`config.mk`:
```
export PLATFORM = sky130hd
export DESIGN_NAME = instr_decode
export DESIGN_NICKNAME = d
export VERILOG_FILES = /design/src/rtl/instr_decode.sv
export SDC_FILE = /design/constraint.sdc
export NUM_CORES = 1
export LEC_CHECK = 0
export BUFFER_PORTS_ARGS = -buffer_cell sky130_fd_sc_hd__buf_2
export CORE_MARGIN = 2
export CORE_UTILIZATION = 50
export DETAILED_ROUTE_END_ITERATION = 12
export PLACE_DENSITY = 0.95
export SLEW_MARGIN = 20
export SYNTH_ARGS = -nofsm -noshare
export SYNTH_HDL_FRONTEND = slang
export SYNTH_SLANG_ARGS = --single-unit
```
`constraint.sdc`:
```
create_clock -name vclk -period 7.9
set_input_delay 1.185 -clock vclk [all_inputs]
set_output_delay 1.185 -clock vclk [all_outputs]
set_load 0.005 [all_outputs]
```
`src/rtl/instr_decode.sv`:
```
module instr_decode (
  input  logic [31:0] instr,
  input  logic        kernel_mode,
  output logic [5:0]  opcode,
  output logic [1:0]  fmt,
  output logic [4:0]  shamt,
  output logic [15:0] imm,
  output logic [25:0] jaddr,
  output logic [4:0]  rd_a,
  output logic        rd_a_en,
  output logic [4:0]  rd_b,
  output logic        rd_b_en,
  output logic [4:0]  wr_reg,
  output logic        wr_en,
  output logic        mem_rd,
  output logic        mem_wr,
  output logic [1:0]  mem_size,
  output logic        mem_sext,
  output logic        branch,
  output logic        halt,
  output logic        illegal,
  output logic        prot_fault
);
  localparam logic [4:0] NOREG = 5'h1F;
  localparam logic [4:0] R_TBL0 = 5'h14;
  localparam logic [4:0] R_TBL1 = 5'h15;
  localparam logic [4:0] R_PC = 5'h17;
  localparam logic [1:0] FMT_R = 2'd0, FMT_I = 2'd1, FMT_X = 2'd3;
  localparam logic [1:0] U_NONE = 2'd0, U_REQ = 2'd1, U_OPT = 2'd2, U_IGN = 2'd3;
  localparam logic [1:0] S_NONE = 2'd0, S_A = 2'd1, S_B = 2'd2, S_C = 2'd3;

  logic [4:0] fa, fb, fc;
  logic [1:0] ua, ub, uc, sa, sb, sw, size;
  logic       ld, st, br_op, hlt_op, sx, shift_op, int_op, bad_op;
  logic       ill_raw, prot_raw, ok;

  assign opcode = instr[31:26];
  assign fa     = instr[25:21];
  assign fb     = instr[20:16];
  assign fc     = instr[15:11];
  assign shamt  = instr[10:6];
  assign imm    = instr[15:0];
  assign jaddr  = instr[25:0];

  function automatic logic live(input logic [4:0] c, input logic [1:0] u);
    return (u == U_REQ) || (u == U_OPT && c != NOREG);
  endfunction

  function automatic logic fbad(input logic [4:0] c, input logic [1:0] u);
    return (u == U_NONE && c != NOREG) || (u == U_REQ && c == NOREG) ||
           (live(c, u) && c >= 5'h18 && c <= 5'h1E);
  endfunction

  function automatic logic fprot(input logic [4:0] c, input logic [1:0] u,
                                 input logic wr, input logic kern);
    return live(c, u) && (((c == R_TBL0 || c == R_TBL1) && !kern) || (wr && c == R_PC));
  endfunction

  function automatic logic [4:0] pick(input logic [1:0] s, input logic [4:0] a,
                                      input logic [4:0] b, input logic [4:0] c);
    case (s)
      S_A:     return a;
      S_B:     return b;
      S_C:     return c;
      default: return NOREG;
    endcase
  endfunction

  always_comb begin
    fmt = FMT_R;
    ua = U_NONE; ub = U_NONE; uc = U_NONE;
    sa = S_NONE; sb = S_NONE; sw = S_NONE;
    ld = 1'b0; st = 1'b0; br_op = 1'b0; hlt_op = 1'b0;
    size = 2'd0; sx = 1'b0; shift_op = 1'b0; int_op = 1'b0; bad_op = 1'b0;
    case (opcode) inside
      6'h00, 6'h23: ;
      6'h24: hlt_op = 1'b1;
      6'h01, 6'h02, 6'h1D: begin
        ua = U_REQ; uc = U_REQ; sa = S_A; sw = S_C;
      end
      [6'h03:6'h07]: begin
        fmt = FMT_I; ua = U_REQ; ub = U_REQ; uc = U_IGN; sa = S_A; sw = S_B;
        ld = 1'b1;
        size = (opcode == 6'h07) ? 2'd2 : (opcode >= 6'h05) ? 2'd1 : 2'd0;
        sx = (opcode == 6'h04) || (opcode == 6'h06);
      end
      [6'h08:6'h0A]: begin
        fmt = FMT_I; ua = U_REQ; ub = U_REQ; uc = U_IGN; sa = S_A; sb = S_B;
        st = 1'b1; size = opcode[1:0];
      end
      6'h0B: begin
        fmt = FMT_I; ub = U_REQ; uc = U_IGN; sw = S_B;
      end
      6'h0C: begin
        fmt = FMT_I; ub = U_REQ; uc = U_IGN; sa = S_B; sw = S_B;
      end
      [6'h0D:6'h13]: begin
        fmt = FMT_I; ua = U_OPT; uc = U_IGN; sa = S_A; br_op = 1'b1;
      end
      6'h14: begin
        ua = U_REQ; ub = U_REQ; sa = S_A; sb = S_B;
      end
      6'h15, 6'h16: begin
        uc = U_REQ; sa = S_C; sw = S_C;
      end
      6'h17, 6'h18: begin
        ub = U_OPT; uc = U_REQ; sa = S_C; sb = S_B; sw = S_C; shift_op = 1'b1;
      end
      [6'h19:6'h1C], [6'h1E:6'h21]: begin
        ua = U_REQ; ub = U_REQ; uc = U_REQ; sa = S_A; sb = S_B; sw = S_C;
      end
      6'h22: begin
        fmt = FMT_I; uc = U_IGN; int_op = 1'b1;
      end
      6'h25, 6'h26: begin
        fmt = FMT_I; ua = U_REQ; ub = U_REQ; uc = U_IGN; sa = S_A; sw = S_B;
      end
      default: begin
        fmt = FMT_X; ua = U_IGN; ub = U_IGN; uc = U_IGN; bad_op = 1'b1;
      end
    endcase
  end

  assign ill_raw = bad_op || fbad(fa, ua) || fbad(fb, ub) || fbad(fc, uc) ||
                   (fmt == FMT_R && !shift_op && shamt != 5'd0) ||
                   (shift_op && fb != NOREG && shamt != 5'd0) ||
                   (int_op && imm[15:8] != 8'd0);
  assign prot_raw = fprot(fa, ua, sw == S_A, kernel_mode) ||
                    fprot(fb, ub, sw == S_B, kernel_mode) ||
                    fprot(fc, uc, sw == S_C, kernel_mode);
  assign ok         = !ill_raw && !prot_raw;
  assign illegal    = ill_raw;
  assign prot_fault = prot_raw && !ill_raw;

  assign rd_a_en  = ok && sa != S_NONE && pick(sa, fa, fb, fc) != NOREG;
  assign rd_b_en  = ok && sb != S_NONE && pick(sb, fa, fb, fc) != NOREG;
  assign wr_en    = ok && sw != S_NONE && pick(sw, fa, fb, fc) != NOREG;
  assign rd_a     = rd_a_en ? pick(sa, fa, fb, fc) : NOREG;
  assign rd_b     = rd_b_en ? pick(sb, fa, fb, fc) : NOREG;
  assign wr_reg   = wr_en ? pick(sw, fa, fb, fc) : NOREG;
  assign mem_rd   = ok && ld;
  assign mem_wr   = ok && st;
  assign mem_size = (mem_rd || mem_wr) ? size : 2'd0;
  assign mem_sext = mem_rd && sx;
  assign branch   = ok && br_op;
  assign halt     = ok && hlt_op;

  always_comb begin
    assert_flag_priority_R8: assert (!(illegal && prot_fault))
      else $error("both flags raised");
    assert_strobes_quiet_R9: assert (!(illegal || prot_fault) ||
      !(rd_a_en || rd_b_en || wr_en || mem_rd || mem_wr || branch || halt))
      else $error("strobe while flagged");
    assert_mem_exclusive_R10: assert (!(mem_rd && mem_wr))
      else $error("load and store together");
    assert_no_pc_write_R7: assert (!(wr_en && wr_reg == R_PC))
      else $error("program counter written");
    assert_priv_read_R6: assert (kernel_mode ||
      !((rd_a_en && (rd_a == R_TBL0 || rd_a == R_TBL1)) ||
        (rd_b_en && (rd_b == R_TBL0 || rd_b == R_TBL1))))
      else $error("privileged read in user mode");
    assert_undef_op_R2: assert (opcode <= 6'h26 || illegal)
      else $error("undefined opcode not flagged");
  end
endmodule

```
==> reports/results.ini, run 1 <==
[finish]
clock_buffers=0
final_cells=342
drive_gt1_share_pct=38.1
utilization_pct=51.6
areaGrowthSynthToFinish_pct=0.201
fill_cells=392
seq_cells=0
n_antenna_cell=0
regArea_um2=0
fin_nets=329

[drt]
detail-route-antenna-nets=0
num_vias=2104
dr.pass1.iters=5
drc=0
vias_per_cell=6.15
routed_wl_um=5110
wl_per_cell_um=14.9
drt_iter0_markers=151

[global_routing]
antenna_found_initial=0
track_usage_pct=22.2
grt_max_degree=34
grt_pass1_wl_um=7950
first_global_vias=1756
grt_overflow=0

[sta]
period_needed_ns=5.07
rsz0062_at_grt=false
setup_tns_ns=0
worst_slew_pin_slew_ns=1.02
fmax_mhz=197
setup_viol=0
hold_viol_final=0
slew_violations=0
layout_setup_ws_ns=2.83
post-route-period-util_pct=64.1
slew_headroom_pct=31.2

[power_and_ir_drop]
power_w=0.000107
p_int_w=0.0000429
peakVddDrop_v=0.0000348
p_comb_share_pct=100.0
clkPwrFrac_pct=0
swShare_pct=60.1
power_density_nw_per_um2=57.2
p_switching_w=0.0000644
p_seq_share_pct=0
p_leak_nw=0.785

[synthesis]
syn_inst=270
avgSynthCellArea_um2=6.93
post-synth-top-count-cell=buf_4
syn-num-nets=303
ys_seq_area_share_pct=0
synthAdderAreaFrac_pct=0
synthMuxAreaShare_pct=2.21
synth-simple-area-share_pct=36.3
ys_warn_count=0
ys_top_cells_by_count=63 x buf_4, 16 x o21ai_0, 15 x nor2_1, 14 x a21oi_1, 13 x nand2_1
synth-xor-area-share_pct=1.40
synth_top_cell_area_share_pct=25.3
synth_compound_gate_area_share_pct=29.9
synth_top_family_by_area=simple AND/OR/NAND/NOR gates
post_synth_num_cell_types=67
synth.top_cells.by_area=buf_4 25%, o21ai_0 4.3%, a21oi_1 3.7%
synth_top_area_cell=buf_4
syn-cell-area_um2=1870

[critical_path]
worstSetupEndpointType=primary output
worst-path-buf-inv=2
slowest_stage=a2111oi_4
start_kind=input pin
critical_path_class=input pin to primary output
path_delay_family=simple AND/OR/NAND/NOR gates
worstPathArrival_ns=3.88
cpPeakStageDelay_ns=0.44
path_cells=buf_2 -> nor2_1 -> and3_1 -> a2111oi_4 -> o2bb2ai_1 -> nor4_4 -> nand3_4 -> or3_1 -> buf_2
crit_fanout=32
cp_common_cell=buf_2
required_ns=6.71
crit_cells=9

[clocking]
post-cts-setup-buffers=0
cts_resized=0
hold_buffers=0

[die]
die_y_um=65.2
die_area_um2=4250
die_w_um=65.2
rows=22
start_util_pct=51.5
pin_count=115
coreArea_um2=3630

[placement]
dp_cells=342
gp_congestion=0.932
place_ws_ns=2.86
portBuffers=97
dp_hpwl_um=3830

[worst_hold_path]
hp-class=input pin to primary output
hold_depth=0
hp-start=instr[0]
holdPathEnd=imm[0]

[status]
outcome=finished clean

[flow_run]
drv_cap=0

==> kinds of logic (layout without fill, tap and decap cells) <==
| kind of cell | count (synthesis) | in the layout |
|---|---|---|
| AND/OR/NAND/NOR | 108 | 108 |
| buffers and inverters | 79 | 103 |
| AO/OA/AOI/OAI | 76 | 76 |
| multiplexers | 4 | 4 |
| XOR/XNOR | 3 | 3 |
==> cell usage in the layout, fill, tap and decap left out, types with 2 or more instances in the layout <==
cell type / netlist / final
nor2b_1: 6 / 6
a211oi_1: 2 / 2
mux2i_1: 3 / 3
and4b_1: 2 / 2
and3_1: 4 / 4
inv_1: 6 / 6
o21ai_1: 2 / 2
nor4_2: 2 / 2
or4_1: 4 / 4
o2bb2ai_1: 2 / 2
nor4_1: 3 / 3
a211o_1: 2 / 2
and3b_1: 2 / 2
nor4b_1: 3 / 3
o221ai_1: 3 / 3
a31oi_1: 3 / 3
a21oi_1: 14 / 14
nor3_1: 8 / 8
nand2b_1: 11 / 11
buf_2: 7 / 97
o21a_1: 6 / 6
xor2_1: 2 / 2
a221oi_1: 5 / 5
o21ai_0: 16 / 16
or3_1: 8 / 8
nand4_1: 2 / 2
nor2_1: 15 / 15
o311a_1: 2 / 2
or2_1: 2 / 2
nand3b_1: 5 / 5
nand2_1: 13 / 13
nand3_1: 6 / 6
==> how the worst max path moves through the flow <==
stage | start | endpoint | slack, ns
after global placement | instr[28] | rd_b[3] | 2.98
after global routing | instr[26] | wr_reg[4] | 2.59
after detailed placement | instr[26] | rd_b[3] | 2.86
after CTS | instr[26] | rd_b[3] | 2.87
final | instr[26] | rd_b[3] | 2.83
after floorplan | instr[29] | wr_reg[0] | 3.70
==> power by group through the flow <==
stage	Clock (W)	Sequential, W	Combinational, W
after global placement	0	0	0.000104
after global routing	0	0	0.000118
after floorplan	0	0	0.0000906
final	0	0	0.000107
after detailed placement	0	0	0.000106
after CTS	0	0	0.000106
==> metrics by stage <==
stage	area, um2	hold WS (ns)
2_1_floorplan	1870	2.45
3_3_place_gp	1880	2.37
3_5_place_dp	1880	2.37
4_1_cts	1880	2.37
5_1_grt	1880	2.37
6_report	1880	2.37
==> cell type report <==
| class | count | area [um2] | share of cell area (%) |
|---|---|---|---|
| Tap cell | 48 | 60.1 | 3.20 |
| Timing Repair Buffer | 97 | 485 | 25.9 |
| Inverter | 6 | 22.5 | 1.20 |
| Multi-Input combinational cell | 191 | 1310 | 69.7 |
==> layer usage <==
layer / GRT usage, % / vias up / share of wire [%] / routed length (um)
met5: 0 / - / 0 / 0
li1: - / 993 / - / -
met2: 41.2 / 132 / 50 / 2560
met3: 0.685 / 12 / 8.3 / 422
met4: 5.99 / 0 / 1.6 / 80
met1: 27.9 / 967 / 40 / 2050
Power figures use the tool's default switching activity.
==> run 2, diff against run 1 <==
--- a/config.mk
+++ b/config.mk
@@ -7,9 +7,9 @@
 export LEC_CHECK = 0
 export BUFFER_PORTS_ARGS = -buffer_cell sky130_fd_sc_hd__buf_2
 export CORE_MARGIN = 2
-export CORE_UTILIZATION = 50
+export CORE_UTILIZATION = 42
 export DETAILED_ROUTE_END_ITERATION = 12
-export PLACE_DENSITY = 0.95
+export PLACE_DENSITY = 0.92
 export SLEW_MARGIN = 20
 export SYNTH_ARGS = -nofsm -noshare
 export SYNTH_HDL_FRONTEND = slang
==> constraint.sdc (replaced) <==
create_clock -name vclk -period 4.64
set_input_delay 0.696 -clock vclk [all_inputs]
set_output_delay 0.696 -clock vclk [all_outputs]
set_load 0.005 [all_outputs]
==> run 2 against run 1 <==
Sequential cell count unchanged. Non-clock buffer count grew 1. Sequential share of layout area stayed put. Clock-buffer cell count is the same. Combinational power grew 73%. Via count up 1.6%. Cell area is 0.67% higher. Hold slack worse by 0.98 ns. Routed wire length rose by 5.9%. Critical path type unchanged.
==> reports/results.ini, run 2 (same netlist as run 1, synthesis figures left out) <==
[status]
outcome=finished clean  ; unchanged

[critical_path]
slowest_stage=buf_2  ; was a2111oi_4
start_kind=input pin  ; unchanged
worstPathArrival_ns=3.34  ; was 3.88 ns
cp_common_cell=buf_2  ; unchanged
crit_fanout=32  ; unchanged
required_ns=3.94  ; was 6.71 ns
path_delay_family=simple AND/OR/NAND/NOR gates  ; unchanged
path_cells=buf_2 -> nor2_1 -> and3_1 -> a2111oi_4 -> o2bb2ai_1 -> nor4_4 -> nand3_4 -> or3_1 -> buf_2  ; unchanged
worst-path-buf-inv=2  ; unchanged
worstSetupEndpointType=primary output  ; unchanged
cpPeakStageDelay_ns=0.43  ; was 0.44 ns
critical_path_class=input pin to primary output  ; unchanged

[flow_run]
drv_cap=0  ; unchanged

[finish]
n_antenna_cell=0  ; unchanged
fin_nets=330  ; was 329
drive_gt1_share_pct=38.3  ; was 38.1%
regArea_um2=0  ; unchanged
utilization_pct=43.7  ; was 51.6%
clock_buffers=0  ; unchanged
seq_cells=0  ; unchanged
final_common_cell=buf_2  ; unchanged
layout_common_cells=97 x buf_2, 16 x o21ai_0, 15 x nor2_1  ; unchanged
areaGrowthSynthToFinish_pct=0.869  ; was 0.201%
fill_cells=461  ; was 392

[sta]
setup_tns_ns=0  ; unchanged
slew_headroom_pct=55.5  ; was 31.2%
post-route-period-util_pct=87.1
period_needed_ns=4.04
setup_viol=0  ; unchanged
rsz0062_at_grt=false  ; unchanged
hold_viol_final=0  ; unchanged
fmax_mhz=248
layout_setup_ws_ns=0.600  ; was 2.83 ns
worst_slew_pin_slew_ns=0.667  ; was 1.02 ns
slew_violations=0  ; unchanged

[global_routing]
grt_pass1_wl_um=8280  ; was 7950 um
first_global_vias=1820  ; was 1756
antenna_found_initial=0  ; unchanged
grt_overflow=0  ; unchanged
track_usage_pct=19.3  ; was 22.2%
grt_max_degree=34  ; unchanged

[drt]
routed_wl_um=5420  ; was 5110 um
wl_met2_um=2730  ; was 2560 um
wl_met1_um=2000  ; was 2050 um
wl_per_cell_um=15.6  ; was 14.9 um
drt_iter0_markers=106  ; was 151
detail-route-antenna-nets=0  ; unchanged
vias_per_cell=6.16  ; was 6.15
dr.pass1.iters=5  ; unchanged
routed.top_layer=met4  ; unchanged
num_vias=2138  ; was 2104
drc=0  ; unchanged
route.met3.wl_um=523  ; was 422 um

[die]
die_area_um2=5010  ; was 4250 um2
start_util_pct=43.3  ; was 51.5%
pin_count=115  ; unchanged
die_w_um=70.8  ; was 65.2 um
coreArea_um2=4320  ; was 3630 um2
die_y_um=70.8  ; was 65.2 um
rows=24  ; was 22

[clocking]
post-cts-setup-buffers=0  ; unchanged
hold_buffers=0  ; unchanged
cts_resized=0  ; unchanged

[worst_hold_path]
hp-start=instr[0]  ; unchanged
hold_depth=0  ; unchanged
hp-class=input pin to primary output  ; unchanged
holdPathEnd=imm[0]  ; unchanged

[placement]
portBuffers=97  ; unchanged
place_ws_ns=0.613  ; was 2.86 ns
gp_congestion=0.944  ; was 0.932
dp_hpwl_um=4160  ; was 3830 um

[power_and_ir_drop]
power_density_nw_per_um2=97.9  ; was 57.2 nW/um2
peakVddDrop_v=0.0000448  ; was 0.0000348 V
p_leak_nw=0.789  ; was 0.785 nW

==> run 2: per-layer routing <==
metal	GRT usage (%)	up-vias
met1	23.2	972
met3	1.14	25
met5	0	-
met4	6.08	0
met2	36.2	143
li1	-	998
==> run 2: area by class of cell <==
class | count | area, um2 | share of cell area, %
inverter | 6 | 22.5 | 1.19
multi-input combinational | 191 | 1310 | 69.3
tap | 52 | 65.1 | 3.45
timing repair buffer | 98 | 493 | 26.1
==> run 2: worst max path at each step <==
| stage | from | endpoint | slack [ns] | depth (start not counted) |
|---|---|---|---|---|
| CTS | instr[26] | rd_b[0] | 0.61 | 9 |
| detailed placement | instr[26] | rd_b[0] | 0.61 | 9 |
| floorplan | instr[29] | wr_reg[0] | 1.41 | 9 |
| global placement | instr[26] | rd_b[2] | 0.72 | 9 |
| global route | instr[26] | rd_b[1] | 0.42 | 9 |
| finish | instr[26] | rd_b[0] | 0.60 | 9 |
==> run 2: metrics by stage <==
step	instances	total power, W	area, um2	hold slack, ns
detailed placement	347	0.000183	1890	1.39
global route	347	0.000202	1890	1.39
floorplan	270	0.000154	1870	1.47
CTS	347	0.000184	1890	1.39
global placement	347	0.000179	1890	1.39
finish	347	0.000185	1890	1.39
==> run 2: power by group <==
| group | switching (W) | leakage [nW] | internal [W] |
|---|---|---|---|
| Clock | 0 | 0 | 0 |
| Sequential | 0 | 0 | 0 |
| Combinational | 0.000111 | 0.789 | 0.0000741 |
==> run 3, diff against run 2 <==
--- a/config.mk
+++ b/config.mk
@@ -6,10 +6,12 @@
 export NUM_CORES = 1
 export LEC_CHECK = 0
 export BUFFER_PORTS_ARGS = -buffer_cell sky130_fd_sc_hd__buf_2
+export CORE_ASPECT_RATIO = 0.8
 export CORE_MARGIN = 2
 export CORE_UTILIZATION = 42
 export DETAILED_ROUTE_END_ITERATION = 12
-export PLACE_DENSITY = 0.92
+export GPL_ROUTABILITY_DRIVEN = 0
+export PLACE_DENSITY = 0.82
 export SLEW_MARGIN = 20
 export SYNTH_ARGS = -nofsm -noshare
 export SYNTH_HDL_FRONTEND = slang
==> run 3 against run 2 <==
Combinational power hardly changed. Setup slack got worse by 0.016 ns. First-iteration DRC count increased to 2.7 times the previous value. Hold slack unchanged. Critical endpoint is now rd_b[1]. Highest routed layer unchanged.
==> reports/results.ini, run 3 (same netlist as run 1, synthesis figures left out) <==
[status]
outcome=finished clean  ; unchanged

[power_and_ir_drop]
p_leak_nw=0.789  ; unchanged
swShare_pct=59.9  ; about the same
p_seq_share_pct=0  ; about the same
p_switching_w=0.000111  ; about the same
p_comb_share_pct=100.0  ; about the same
p_int_w=0.0000741  ; about the same
clkPwrFrac_pct=0  ; about the same
power_density_nw_per_um2=97.6  ; was 97.9 nW/um2
peakVddDrop_v=0.0000675  ; was 0.0000448 V
power_w=0.000185  ; about the same

[placement]
portBuffers=97  ; unchanged
dp_hpwl_um=4190  ; was 4160 um
placed_area_um2=1890  ; about the same

[worst_hold_path]
hold_depth=0  ; unchanged
hp-start=instr[4]  ; was instr[0]
holdPathEnd=imm[4]  ; was imm[0]
hp-class=input pin to primary output  ; unchanged

[sta]
worst_slew_pin_slew_ns=0.678  ; was 0.667 ns
period_needed_ns=4.06  ; was 4.04 ns
setup_tns_ns=0  ; unchanged
slew_violations=0  ; unchanged
rsz0062_at_grt=false  ; unchanged
fmax_mhz=247  ; was 248 MHz
post-route-period-util_pct=87.4  ; was 87.1%
setup_viol=0  ; unchanged
slew_headroom_pct=54.7  ; was 55.5%
hold_viol_final=0  ; unchanged

[finish]
drive_gt1_share_pct=38.3  ; unchanged
regArea_um2=0  ; unchanged
fill_cells=433  ; was 461
n_antenna_cell=0  ; unchanged
layout_common_cells=97 x buf_2, 16 x o21ai_0, 15 x nor2_1  ; unchanged
final_common_cell=buf_2  ; unchanged
fin_nets=330  ; unchanged
areaGrowthSynthToFinish_pct=1.20  ; was 0.869%
fin_area_um2=1890  ; about the same
utilization_pct=44.8  ; was 43.7%
seq_cells=0  ; unchanged
clock_buffers=0  ; unchanged

[critical_path]
cp_common_cell=buf_2  ; unchanged
slowest_stage=buf_2  ; unchanged
path_cells=buf_2 -> nor2_1 -> and3_1 -> a2111oi_4 -> o2bb2ai_1 -> nor4_4 -> nand3_4 -> or3_1 -> buf_2  ; unchanged
worstPathArrival_ns=3.36  ; was 3.34 ns
cpPeakStageDelay_ns=0.44  ; was 0.43 ns
worstSetupEndpointType=primary output  ; unchanged
start_kind=input pin  ; unchanged
crit_fanout=32  ; unchanged
required_ns=3.94  ; about the same
critical_path_class=input pin to primary output  ; unchanged

[flow_run]
drv_cap=0  ; unchanged

[die]
die_area_um2=5010  ; about the same
die_y_um=63.7  ; was 70.8 um
die_w_um=78.6  ; was 70.8 um
start_util_pct=44.2  ; was 43.3%
coreArea_um2=4230  ; was 4320 um2
rows=21  ; was 24
pin_count=115  ; unchanged

[drt]
routed_wl_um=5430  ; was 5420 um
dr.pass1.iters=6  ; was 5
detail-route-antenna-nets=0  ; unchanged
drc=0  ; unchanged
wl_per_cell_um=15.4  ; was 15.6 um
num_vias=2151  ; was 2138
drt_iter0_markers=281  ; was 106
vias_per_cell=6.11  ; was 6.16

[global_routing]
grt_overflow=0  ; unchanged
track_usage_pct=20.5  ; was 19.3%
grt_pass1_wl_um=8730  ; was 8280 um
grt_max_degree=34  ; unchanged
first_global_vias=1761  ; was 1820
antenna_found_initial=0  ; unchanged

[clocking]
cts_resized=0  ; unchanged
post-cts-setup-buffers=0  ; unchanged
hold_buffers=0  ; unchanged

-- run 3: cell counts in the layout (fill, tap and decap cells not counted) --
No cell type changed its count.
-- run 3: cell type report --
type	count	area, um2	area share [%]
repair buffers	98	493	26.0
well taps	57	71.3	3.76
inverters	6	22.5	1.19
multi-input cells	191	1310	69.0
-- run 3: worst max-delay path by stage --
stage                         start        end  slack, ns  depth (start not counted)
after CTS                 instr[26]    rd_b[1]       0.63                          9
after global routing      instr[27]    rd_b[4]       0.34                          9
after global placement    instr[26]    rd_b[0]       0.69                          9
after detailed placement  instr[26]    rd_b[1]       0.63                          9
final                     instr[26]    rd_b[1]       0.58                          9
after floorplan           instr[29]  wr_reg[0]       1.41                          9
-- run 3: metal layers --
| layer | global-route usage [%] | vias to the layer above | part of all wire, % |
|---|---|---|---|
| li1 | - | 997 | - |
| met3 | 2.58 | 10 | 11 |
| met4 | 3.07 | 0 | 0.81 |
| met1 | 30.9 | 998 | 43 |
| met2 | 31.4 | 146 | 44 |
| met5 | 0 | - | 0 |
-- run 3: stage by stage --
step,hold slack [ns],worst slack [ns],cells
after floorplan,1.47,1.41,270
after global placement,1.39,0.692,352
after detailed placement,1.39,0.633,352
after CTS,1.39,0.631,352
after global routing,1.39,0.339,352
final,1.39,0.583,352
-- run 3: power by group through the flow --
stage               registers [W]  logic (W)  clock network [W]
detailed placement              0   0.000182                  0
global route                    0   0.000204                  0
global placement                0   0.000179                  0
finish                          0   0.000185                  0
floorplan                       0   0.000154                  0
CTS                             0   0.000183                  0
-- run 3: worst max-delay path: cells and delay by family --
kind | cells | cell delay [ns]
buf+inv | 2 | 0.57
simple gates | 5 | 1.52
compound gates | 2 | 0.58
